## config.mk

```make
export PLATFORM = sky130hd
export DESIGN_NAME = adc_cond_pipe
export DESIGN_NICKNAME = d
export VERILOG_FILES = /design/src/rtl/adc_cond_pkg.sv /design/src/rtl/cond_avg.sv /design/src/rtl/cond_prbs.sv /design/src/rtl/cond_fmt.sv /design/src/rtl/adc_cond_pipe.sv
export SDC_FILE = /design/constraint.sdc
export NUM_CORES = 1
export LEC_CHECK = 0
export BUFFER_PORTS_ARGS = -buffer_cell sky130_fd_sc_hd__buf_4
export CAP_MARGIN = 20
export CORE_ASPECT_RATIO = 1.5
export CORE_MARGIN = 3
export CORE_UTILIZATION = 45
export CTS_BUF_LIST = sky130_fd_sc_hd__clkbuf_2 sky130_fd_sc_hd__clkbuf_4 sky130_fd_sc_hd__clkbuf_8
export DETAILED_ROUTE_END_ITERATION = 8
export PLACE_DENSITY = 0.72
export SLEW_MARGIN = 20
export SYNTH_ARGS = -nofsm -noshare
export SYNTH_HDL_FRONTEND = slang
export SYNTH_SLANG_ARGS = --single-unit
```

## constraint.sdc

```tcl
create_clock -name clk -period 12.36 [get_ports clk]
set_input_delay 2.472 -clock clk [delete_from_list [all_inputs] [get_ports clk]]
set_output_delay 2.472 -clock clk [all_outputs]
set_load 0.01 [all_outputs]
```

## src/rtl/adc_cond_pkg.sv

```systemverilog
package adc_cond_pkg;

    // Scrambling choice applied to the coded result
    typedef enum logic [1:0] {
        SCR_NONE = 2'd0,
        SCR_LSB  = 2'd1,
        SCR_PRBS = 2'd2
    } scr_mode_e;

    localparam int unsigned DEF_SMP_W   = 18;
    localparam int unsigned DEF_TAG_W   = 6;
    localparam int unsigned DEF_DEPTH_W = 2;

endpackage

```

## src/rtl/cond_avg.sv

```systemverilog
module cond_avg #(
    parameter int unsigned SMP_W   = 18,
    parameter int unsigned DEPTH_W = 2
) (
    input  logic             clk,
    input  logic             rst_n,
    input  logic             vld_i,
    input  logic [SMP_W-1:0] smp_i,
    input  logic             en_i,
    input  logic [DEPTH_W-1:0] depth_i,
    output logic             res_vld_o,
    output logic [SMP_W-1:0] res_o
);
    localparam int unsigned CNT_W = 2 ** DEPTH_W;
    localparam int unsigned ACC_W = SMP_W + CNT_W;

    typedef struct packed {
        logic [CNT_W-1:0] cnt;
        logic [ACC_W-1:0] acc;
    } avg_st_t;

    avg_st_t st_d, st_q;

    logic [CNT_W:0]          last_idx;
    logic [DEPTH_W:0]        shamt;
    logic signed [ACC_W-1:0] sum;
    logic signed [ACC_W-1:0] shifted;

    always_comb begin
        st_d      = st_q;
        res_vld_o = 1'b0;
        res_o     = smp_i;
        shamt     = {1'b0, depth_i} + 1'b1;
        last_idx  = ((CNT_W+1)'(1) << shamt) - 1'b1;
        sum       = (st_q.cnt == '0) ? ACC_W'($signed(smp_i))
                                     : $signed(st_q.acc) + ACC_W'($signed(smp_i));
        shifted   = sum >>> shamt;
        if (!en_i) begin
            st_d      = '0;
            res_vld_o = vld_i;
        end else if (vld_i) begin
            if ({1'b0, st_q.cnt} == last_idx) begin
                res_vld_o = 1'b1;
                res_o     = shifted[SMP_W-1:0];
                st_d.cnt  = '0;
                st_d.acc  = '0;
            end else begin
                st_d.cnt = st_q.cnt + 1'b1;
                st_d.acc = sum;
            end
        end
    end

    always_ff @(posedge clk) begin
        if (!rst_n) st_q <= '0;
        else        st_q <= st_d;
    end

endmodule

```

## src/rtl/cond_prbs.sv

```systemverilog
module cond_prbs #(
    parameter int unsigned        LEN  = 23,
    parameter int unsigned        TAP  = 18,
    parameter logic [LEN-1:0]     SEED = '1
) (
    input  logic clk,
    input  logic rst_n,
    input  logic step_i,
    output logic bit_o
);
    logic [LEN-1:0] lfsr_d, lfsr_q;

    always_comb begin
        lfsr_d = lfsr_q;
        if (step_i) lfsr_d = {lfsr_q[LEN-2:0], lfsr_q[LEN-1] ^ lfsr_q[TAP-1]};
    end

    always_ff @(posedge clk) begin
        if (!rst_n) lfsr_q <= SEED;
        else        lfsr_q <= lfsr_d;
    end

    assign bit_o = lfsr_q[LEN-1];

endmodule

```

## src/rtl/cond_fmt.sv

```systemverilog
module cond_fmt
    import adc_cond_pkg::*;
#(
    parameter int unsigned SMP_W = 18,
    parameter int unsigned TAG_W = 6,
    localparam int unsigned OUT_W = SMP_W + TAG_W
) (
    input  logic [SMP_W-1:0] res_i,
    input  logic             twos_i,
    input  scr_mode_e        mode_i,
    input  logic             prbs_i,
    input  logic [TAG_W-1:0] tag_i,
    output logic [OUT_W-1:0] word_o
);
    logic [SMP_W-1:0] coded;

    always_comb begin
        coded = res_i;
        if (!twos_i) coded[SMP_W-1] = ~res_i[SMP_W-1];
        case (mode_i)
            SCR_LSB:  word_o = {coded[SMP_W-1:1] ^ {(SMP_W-1){coded[0]}}, coded[0], tag_i};
            SCR_PRBS: word_o = {coded ^ {SMP_W{prbs_i}}, prbs_i, tag_i[TAG_W-2:0]};
            default:  word_o = {coded, tag_i};
        endcase
    end

endmodule

```

## src/rtl/adc_cond_pipe.sv

```systemverilog
module adc_cond_pipe
    import adc_cond_pkg::*;
#(
    parameter int unsigned SMP_W   = DEF_SMP_W,
    parameter int unsigned TAG_W   = DEF_TAG_W,
    parameter int unsigned DEPTH_W = DEF_DEPTH_W,
    localparam int unsigned OUT_W  = SMP_W + TAG_W
) (
    input  logic               clk,
    input  logic               rst_n,
    input  logic               smp_vld_i,
    input  logic [SMP_W-1:0]   smp_i,
    input  logic               avg_en_i,
    input  logic [DEPTH_W-1:0] avg_depth_i,
    input  logic               fmt_twos_i,
    input  logic               xor_en_i,
    input  logic               xor_prbs_i,
    input  logic [TAG_W-1:0]   tag_i,
    output logic               out_vld_o,
    output logic [OUT_W-1:0]   out_word_o
);
    typedef struct packed {
        logic             vld;
        logic [OUT_W-1:0] word;
    } out_st_t;

    out_st_t   out_d, out_q;
    logic      avg_vld;
    logic [SMP_W-1:0] avg_res;
    logic      prbs_bit;
    scr_mode_e mode;
    logic [OUT_W-1:0] word_c;

    cond_avg #(.SMP_W(SMP_W), .DEPTH_W(DEPTH_W)) u_avg (
        .clk(clk), .rst_n(rst_n), .vld_i(smp_vld_i), .smp_i(smp_i),
        .en_i(avg_en_i), .depth_i(avg_depth_i),
        .res_vld_o(avg_vld), .res_o(avg_res)
    );

    cond_prbs #(.LEN(23), .TAP(18), .SEED('1)) u_prbs (
        .clk(clk), .rst_n(rst_n), .step_i(avg_vld), .bit_o(prbs_bit)
    );

    always_comb begin
        mode = SCR_NONE;
        if (xor_en_i) mode = xor_prbs_i ? SCR_PRBS : SCR_LSB;
    end

    cond_fmt #(.SMP_W(SMP_W), .TAG_W(TAG_W)) u_fmt (
        .res_i(avg_res), .twos_i(fmt_twos_i), .mode_i(mode),
        .prbs_i(prbs_bit), .tag_i(tag_i), .word_o(word_c)
    );

    always_comb begin
        out_d     = out_q;
        out_d.vld = avg_vld;
        if (avg_vld) out_d.word = word_c;
    end

    always_ff @(posedge clk) begin
        if (!rst_n) out_q <= '0;
        else        out_q <= out_d;
    end

    assign out_vld_o  = out_q.vld;
    assign out_word_o = out_q.word;

endmodule

```

==> metrics.txt, run 1 <==
status=complete, no violations; hpwl dp=between 10000 and 15000 um; Arr. time, crit path=approximately 6.9 ns; Min Clock Period, post-route=6.61 ns; Max clock buf depth=2; Multi-input gate area=roughly 3900 um2; number of buffers created by CTS=9; VDD IR max=about 76 uV; Worst slew margin=0.316; Simple-Gate Fraction of Synth Area=0.251; Initial Utilization=0.462; Final period util=0.535; Vias/cell=approximately 6.4; xor/xnor share of the synthesized area=0.0361; num ports=58; worst reg-to-reg setup slack=between 8 and 9 ns; # H-tree levels=3; Reg power frac=0.409; drt pass-1 iters=6; RSZ-0062 raised after global routing=no; Synth area leaders=dfxtp_1, nand2_1, ha_1, mux2i_1, nor2_1; layout cells sized above 1=0.144; Pwr Density=between 100 and 150 nW/um2; syn avg cell area=roughly 7.8 um2; Gates resized, CTS repair=0; ys async rst share=0; Die ar.=13800 um2; Fin Hold WS=0.473 ns; first-pass GRT wire length=between 20000 and 30000 um; vias in the first global route=around 5.6k; Core Region=around 12000 um2; port buffer count=between 50 and 60; GRT Resource Usage Total=0.247; Worst Setup End Kind=flip-flop; Register Area=~1500 um2; initial antenna violation count=0; row count=a little under 50; startpoint types=input pin; grt ovf=0; CTS root buffer=clkbuf_8; mux contribution to synthesized area=0.0913; worst path cell trace=buf_4 > clkinv_1 > ha_1 > inv_1 > a311oi_1 > a211oi_1 > o311a_1 > o211a_1 > or3_1 > a32o_1; Clock power frac=0.311; WP data required=about 13 ns; number of antenna diodes=0; final hold vios=0; post-route cell area=between 6000 and 7000 um2; area share of the largest cell type after synthesis=0.266; Post-Syn Area=around 5600 um2; Netlist cell types=76; Synthesis Warnings=0; global placement routability congestion=a little over 0.9; LEAKAGE=between 2 and 3 nW; post-CTS setup buffer count=0; largest net degree at the start of global routing=43; worst min path class=flip-flop to flip-flop; fin nets=804; final setup violation count=0; post-synthesis register bit count=74; cells after synthesis=~720; Via Count=5761; sequential area share after synthesis=0.266; Detail Route Antenna Nets=0; Util after Layout=0.518; Clock transition at path regs=roughly 0.08 ns; Fillers=1171; P&R area growth vs syn=12.1%; CTS tree=yes; DP Area=6040 um2; Die X=96.9 um; switching pwr=0.216 mW; DR WL/cell=19.2 um; top_reg_cell synth=dfxtp_1; logic gate share of total power=0.280; Setup TNS Final=0 ns; Die Span Y=between 100 and 150 um; Compound-Gate Fraction of Synth Area=0.250; Clock Sinks=between 70 and 80; main combinational cell family by area after synthesis=simple AND/OR/NAND/NOR gates; adder-cell share of the synthesized area=0.0642; Commonest cells post-synth=nand2_1, dfxtp_1, nor2_1; CTS hold repair buffers=0; worst skew pair latency=0.37 ns; fin. max-slew vios=0; Syn Nets=between 700 and 800; count leader, synth=nand2_1; area leader, netlist=dfxtp_1; Sw Ratio=0.341; number of synthesized flops with an enable pin=0; max-cap violation count=0; top achievable clock speed=151 MHz; DRC violations left=0; drt first-iter violations=between 400 and 500; drt total wl=roughly 17000 um; Cell Int Power=between 0.4 and 0.5 mW; critical path type=input pin to flip-flop; Slowest-stage cell, CP=ha_1; clock skew=around 0.016 ns; CP Max Fanout=31; CP max stage delay=around 0.77 ns; Worst-Margin Slew=between 1 and 1.5 ns
## cell usage in the layout (no fill, tap or decap), types with 21 or more instances in the layout
cell type  count
nand2_1      104
dfxtp_1       74
nor3_1        21
buf_4         62
nand3_1       38
o21ai_0       30
a21oi_1       36
ha_1          27
mux2i_1       28
nor2_1        72
## sequential cells by signal, summed over array words and instances (netlist names)
name           count
u_avg.st_q        26
out_word_o        24
u_prbs.lfsr_q     23
out_vld_o          1
## layout make-up
type | count | share of cell area
well taps | 153 | 0.0306
multi-input cells | 585 | 0.619
flip-flops and latches | 74 | 0.237
inverters | 11 | 0.00661
clock inverters | 7 | 0.0120
clock buffers | 9 | 0.0198
repair buffers | 62 | 0.0745
## power by group through the flow
| stage | clock [mW] | combinational, mW | sequential (mW) |
|---|---|---|---|
| final | 0.197 | 0.178 | 0.259 |
| after global placement | 0 | 0.171 | 0.264 |
| after detailed placement | 0 | 0.174 | 0.265 |
| after CTS | 0.201 | 0.175 | 0.259 |
| after global routing | 0.210 | 0.195 | 0.260 |
| after floorplan | 0 | 0.120 | 0.265 |
## kinds of logic after synthesis
| logic type | count (synthesis) |
|---|---|
| AOI/OAI and AO/OA | 193 |
| xor gates and xnor gates | 23 |
| adders and majority gates | 28 |
| buffers and inverters | 60 |
| DFF | 74 |
| muxes | 40 |
| and+or+nand+nor | 301 |
## critical path: cells and delay by family
family / cells / cell delay [ns]
fa+ha+maj: 1 / 0.77
simple gates: 1 / 0.43
compound gates: 5 / 1.84
buf+inv: 3 / 1.33
## worst paths after layout
kind / startpoint / to / cells past startpoint
hold reg to reg: out_word_o[0]$_SDFFE_PN0P_ / out_word_o[0]$_SDFFE_PN0P_ / 2
hold / removal: out_word_o[0]$_SDFFE_PN0P_ / out_word_o[0]$_SDFFE_PN0P_ / 2
setup / recovery: avg_depth_i[0] / out_word_o[17]$_SDFFE_PN0P_ / 10
setup reg to reg: u_avg.st_q[0]$_SDFFE_PN0P_ / out_word_o[17]$_SDFFE_PN0P_ / 12
## metrics by stage
step,cells,total power [mW],setup slack [ns]
after global routing,901,0.665,5.51
final,901,0.634,5.75
after global placement,884,0.436,5.68
after detailed placement,884,0.438,5.49
after floorplan,719,0.385,6.40
after CTS,900,0.636,5.90
## routing by layer
metal  vias up  share of wire  track usage
li1       2715              -            -
met1      2737           0.40        0.299
met2       253           0.49        0.421
met3        56          0.064       0.0392
met4         0          0.045        0.135
met5         -              0            0
Note: power is estimated with default switching activity, not from simulation.
==> inputs of run 2 (changes only) <==
--- a/config.mk
+++ b/config.mk
@@ -5,6 +5,7 @@
 export SDC_FILE = /design/constraint.sdc
 export NUM_CORES = 1
 export LEC_CHECK = 0
+export ABC_AREA = 1
 export BUFFER_PORTS_ARGS = -buffer_cell sky130_fd_sc_hd__buf_4
 export CAP_MARGIN = 20
 export CORE_ASPECT_RATIO = 1.5
==> constraint.sdc (replaced) <==
create_clock -name clk -period 6.6 [get_ports clk]
set_input_delay 1.32 -clock clk [delete_from_list [all_inputs] [get_ports clk]]
set_output_delay 1.32 -clock clk [all_outputs]
set_load 0.01 [all_outputs]
==> metrics.txt, run 2 <==
LEAKAGE=3.38 nW (+26%); Via Count=6095 (+5.8%); Die ar.=14200 um2 (+3.3%); CTS hold repair buffers=0 (unchanged); syn avg cell area=5.95 um2 (-23%); status=complete, no violations; Final Power=1.17 mW (+85%); Arr. time, crit path=4.40 ns (-2.48 ns); # H-tree levels=3 (unchanged); drt pass-1 iters=5 (-1); VDD IR max=159 uV (+110%); CTS root buffer=clkbuf_8; Post-Syn Area=5770 um2 (+3.4%); WP data required=6.86 ns (-5.76 ns); clock skew=0.00958 ns (-0.00612 ns); Gates resized, CTS repair=0 (unchanged); Util after Layout=0.514 (-0.00406); worst skew pair latency=0.37 ns (about the same); startpoint types=input pin; Clock transition at path regs=0.08 ns (about the same); port buffer count=57 (unchanged); Worst Setup End Kind=flip-flop; largest net degree at the start of global routing=64 (+49%); most frequent cells in the layout=nand2_1, nand3_1, inv_1; number of buffers created by CTS=9 (unchanged); DR WL/cell=13.6 um (-29%); num ports=58 (unchanged); post-synthesis register bit count=74 (unchanged); worst min path class=flip-flop to flip-flop; global placement routability congestion=0.933 (+0.85%); RSZ-0062 raised after global routing=no; ys async rst share=0 (unchanged); fin. max-slew vios=0 (unchanged); final setup violation count=0 (unchanged); grt ovf=0 (unchanged); Setup TNS Final=0 ns (unchanged); drt first-iter violations=365 (-26%); Fillers=1362 (+16%); Die X=98.5 um (+1.6%); CP Max Fanout=27 (-13%); max-cap violation count=0 (unchanged); hpwl dp=12300 um (-5.2%); Commonest cells post-synth=nand2_1, nand3_1, inv_1; post-CTS setup buffer count=0 (unchanged); Initial Utilization=0.461 (-0.000725); GRT Resource Usage Total=0.221 (-0.0260); number of antenna diodes=0 (unchanged); Synth area leaders=dfxtp_1, nand2_1, nand3_1, inv_1, ha_1; Clock Sinks=74 (unchanged); cells after synthesis=969 (+35%); number of synthesized flops with an enable pin=0 (unchanged); max reg flops=26 (unchanged); critical path type=input pin to flip-flop; fin worst setup slack=2.46 ns (-3.29 ns); Vias/cell=5.25 (-18%); vias in the first global route=5509 (-1.8%); post-route cell area=6420 um2 (+2.8%); worst slack, placed=2.13 ns (-3.36 ns); top achievable clock speed=241 MHz; Worst slew margin=0.387 (+0.0719); Max clock buf depth=2 (unchanged); area leader, netlist=dfxtp_1; drt total wl=15800 um (-8.6%); Largest Register=u_avg.st_q; Syn Nets=1030 (+32%); DP Area=6220 um2 (+2.9%); Die Span Y=145 um (+1.6%); final hold vios=0 (unchanged); Final period util=0.628; CTS tree=yes; Min Clock Period, post-route=roughly 4.1 ns; first-pass GRT wire length=25900 um (-7.4%); Netlist cell types=36 (-53%); layout cells sized above 1=0.114 (-0.0308); Worst-Margin Slew=0.918 ns (-0.106 ns); Core Region=12500 um2 (+3.6%); Synthesis Warnings=0 (unchanged); sequential area share after synthesis=0.257 (-0.00881); top_reg_cell synth=dfxtp_1; Detail Route Antenna Nets=0 (unchanged); DRC violations left=0 (unchanged); P&R area growth vs syn=11.4%; Pwr Density=183 nW/um2 (+80%); row count=50 (+2.0%); area share of the largest cell type after synthesis=0.257 (-0.00881); count leader, synth=nand2_1; fin nets=1060 (+32%); most common cell after layout, fill and taps aside=nand2_1; initial antenna violation count=0 (unchanged)
-- run 2: cell types whose count changed in the layout (fill, tap and decap cells not counted), sizes merged, moves of 16 or more --
cell   previous run  this run
a22oi            18         1
nand2           104       335
and3             16         0
inv              13       113
nand3            38       151
a21oi            38        61
mux2i            29         0
-- run 2: cells by family (layout without fill, tap and decap cells) --
kind of cell	Yosys count	count (layout)	share of synthesized area
DFF	74	74	0.257
xor gates and xnor gates	6	6	0.00911
and+or+nand+nor	583	583	0.440
adders and majority gates	28	28	0.0620
buffers and inverters	148	183	0.103
AOI/OAI and AO/OA	130	130	0.129
-- run 2: layout make-up --
cell class                 instances  area [um2]  share of cell area
tap                              156         195              0.0304
timing repair buffer              58         435              0.0678
clock buffer                       9         124              0.0193
clock inverter                     7        82.6              0.0129
multi-input combinational        747        3700               0.575
inverter                         109         409              0.0637
sequential                        74        1480               0.231
-- run 2: stage by stage --
stage          hold slack, ns  cells
3_5_place_dp            0.462   1144
4_1_cts                 0.474   1160
3_3_place_gp            0.457   1144
6_report                0.473   1160
5_1_grt                 0.492   1160
2_1_floorplan           0.429    969
-- run 2: critical path, stage by stage --
cell and delay, ns:
buf_4 0.20, inv_1 0.49, ha_1 0.57, inv_1 0.55, o21ai_0 0.19, o21ai_1 0.18
inv_1 0.07, a21oi_2 0.14, nand2_2 0.09, nand2_2 0.08, nand2_2 0.06, nand2_4 0.19
a21oi_1 0.06, o21bai_1 0.14, inv_1 0.06
-- run 2: report_power, final --
part           switching [mW]  internal (mW)
logic                   0.199          0.114
registers              0.0147          0.472
clock network           0.193          0.181
total                   0.406          0.767
-- run 2: per-layer routing --
layer / routed length, um / GRT usage / vias up
li1: - / - / 3207
met1: 6940 / 0.267 / 2736
met2: 7900 / 0.396 / 126
met3: 542 / 0.0307 / 26
met4: 412 / 0.0885 / 0
met5: 0 / 0 / -
-- run 2: path summary, 6_finish.rpt --
check	end	slack (ns)	startpoint	depth (start not counted)
max	out_word_o[15]$_SDFFE_PN0P_	2.46	avg_depth_i[0]	15
max reg2reg	out_word_o[15]$_SDFFE_PN0P_	3.53	u_avg.st_q[22]$_SDFFE_PN0P_	17
min reg2reg	u_avg.st_q[0]$_SDFFE_PN0P_	0.47	u_avg.st_q[0]$_SDFFE_PN0P_	2
min	u_avg.st_q[0]$_SDFFE_PN0P_	0.47	u_avg.st_q[0]$_SDFFE_PN0P_	2
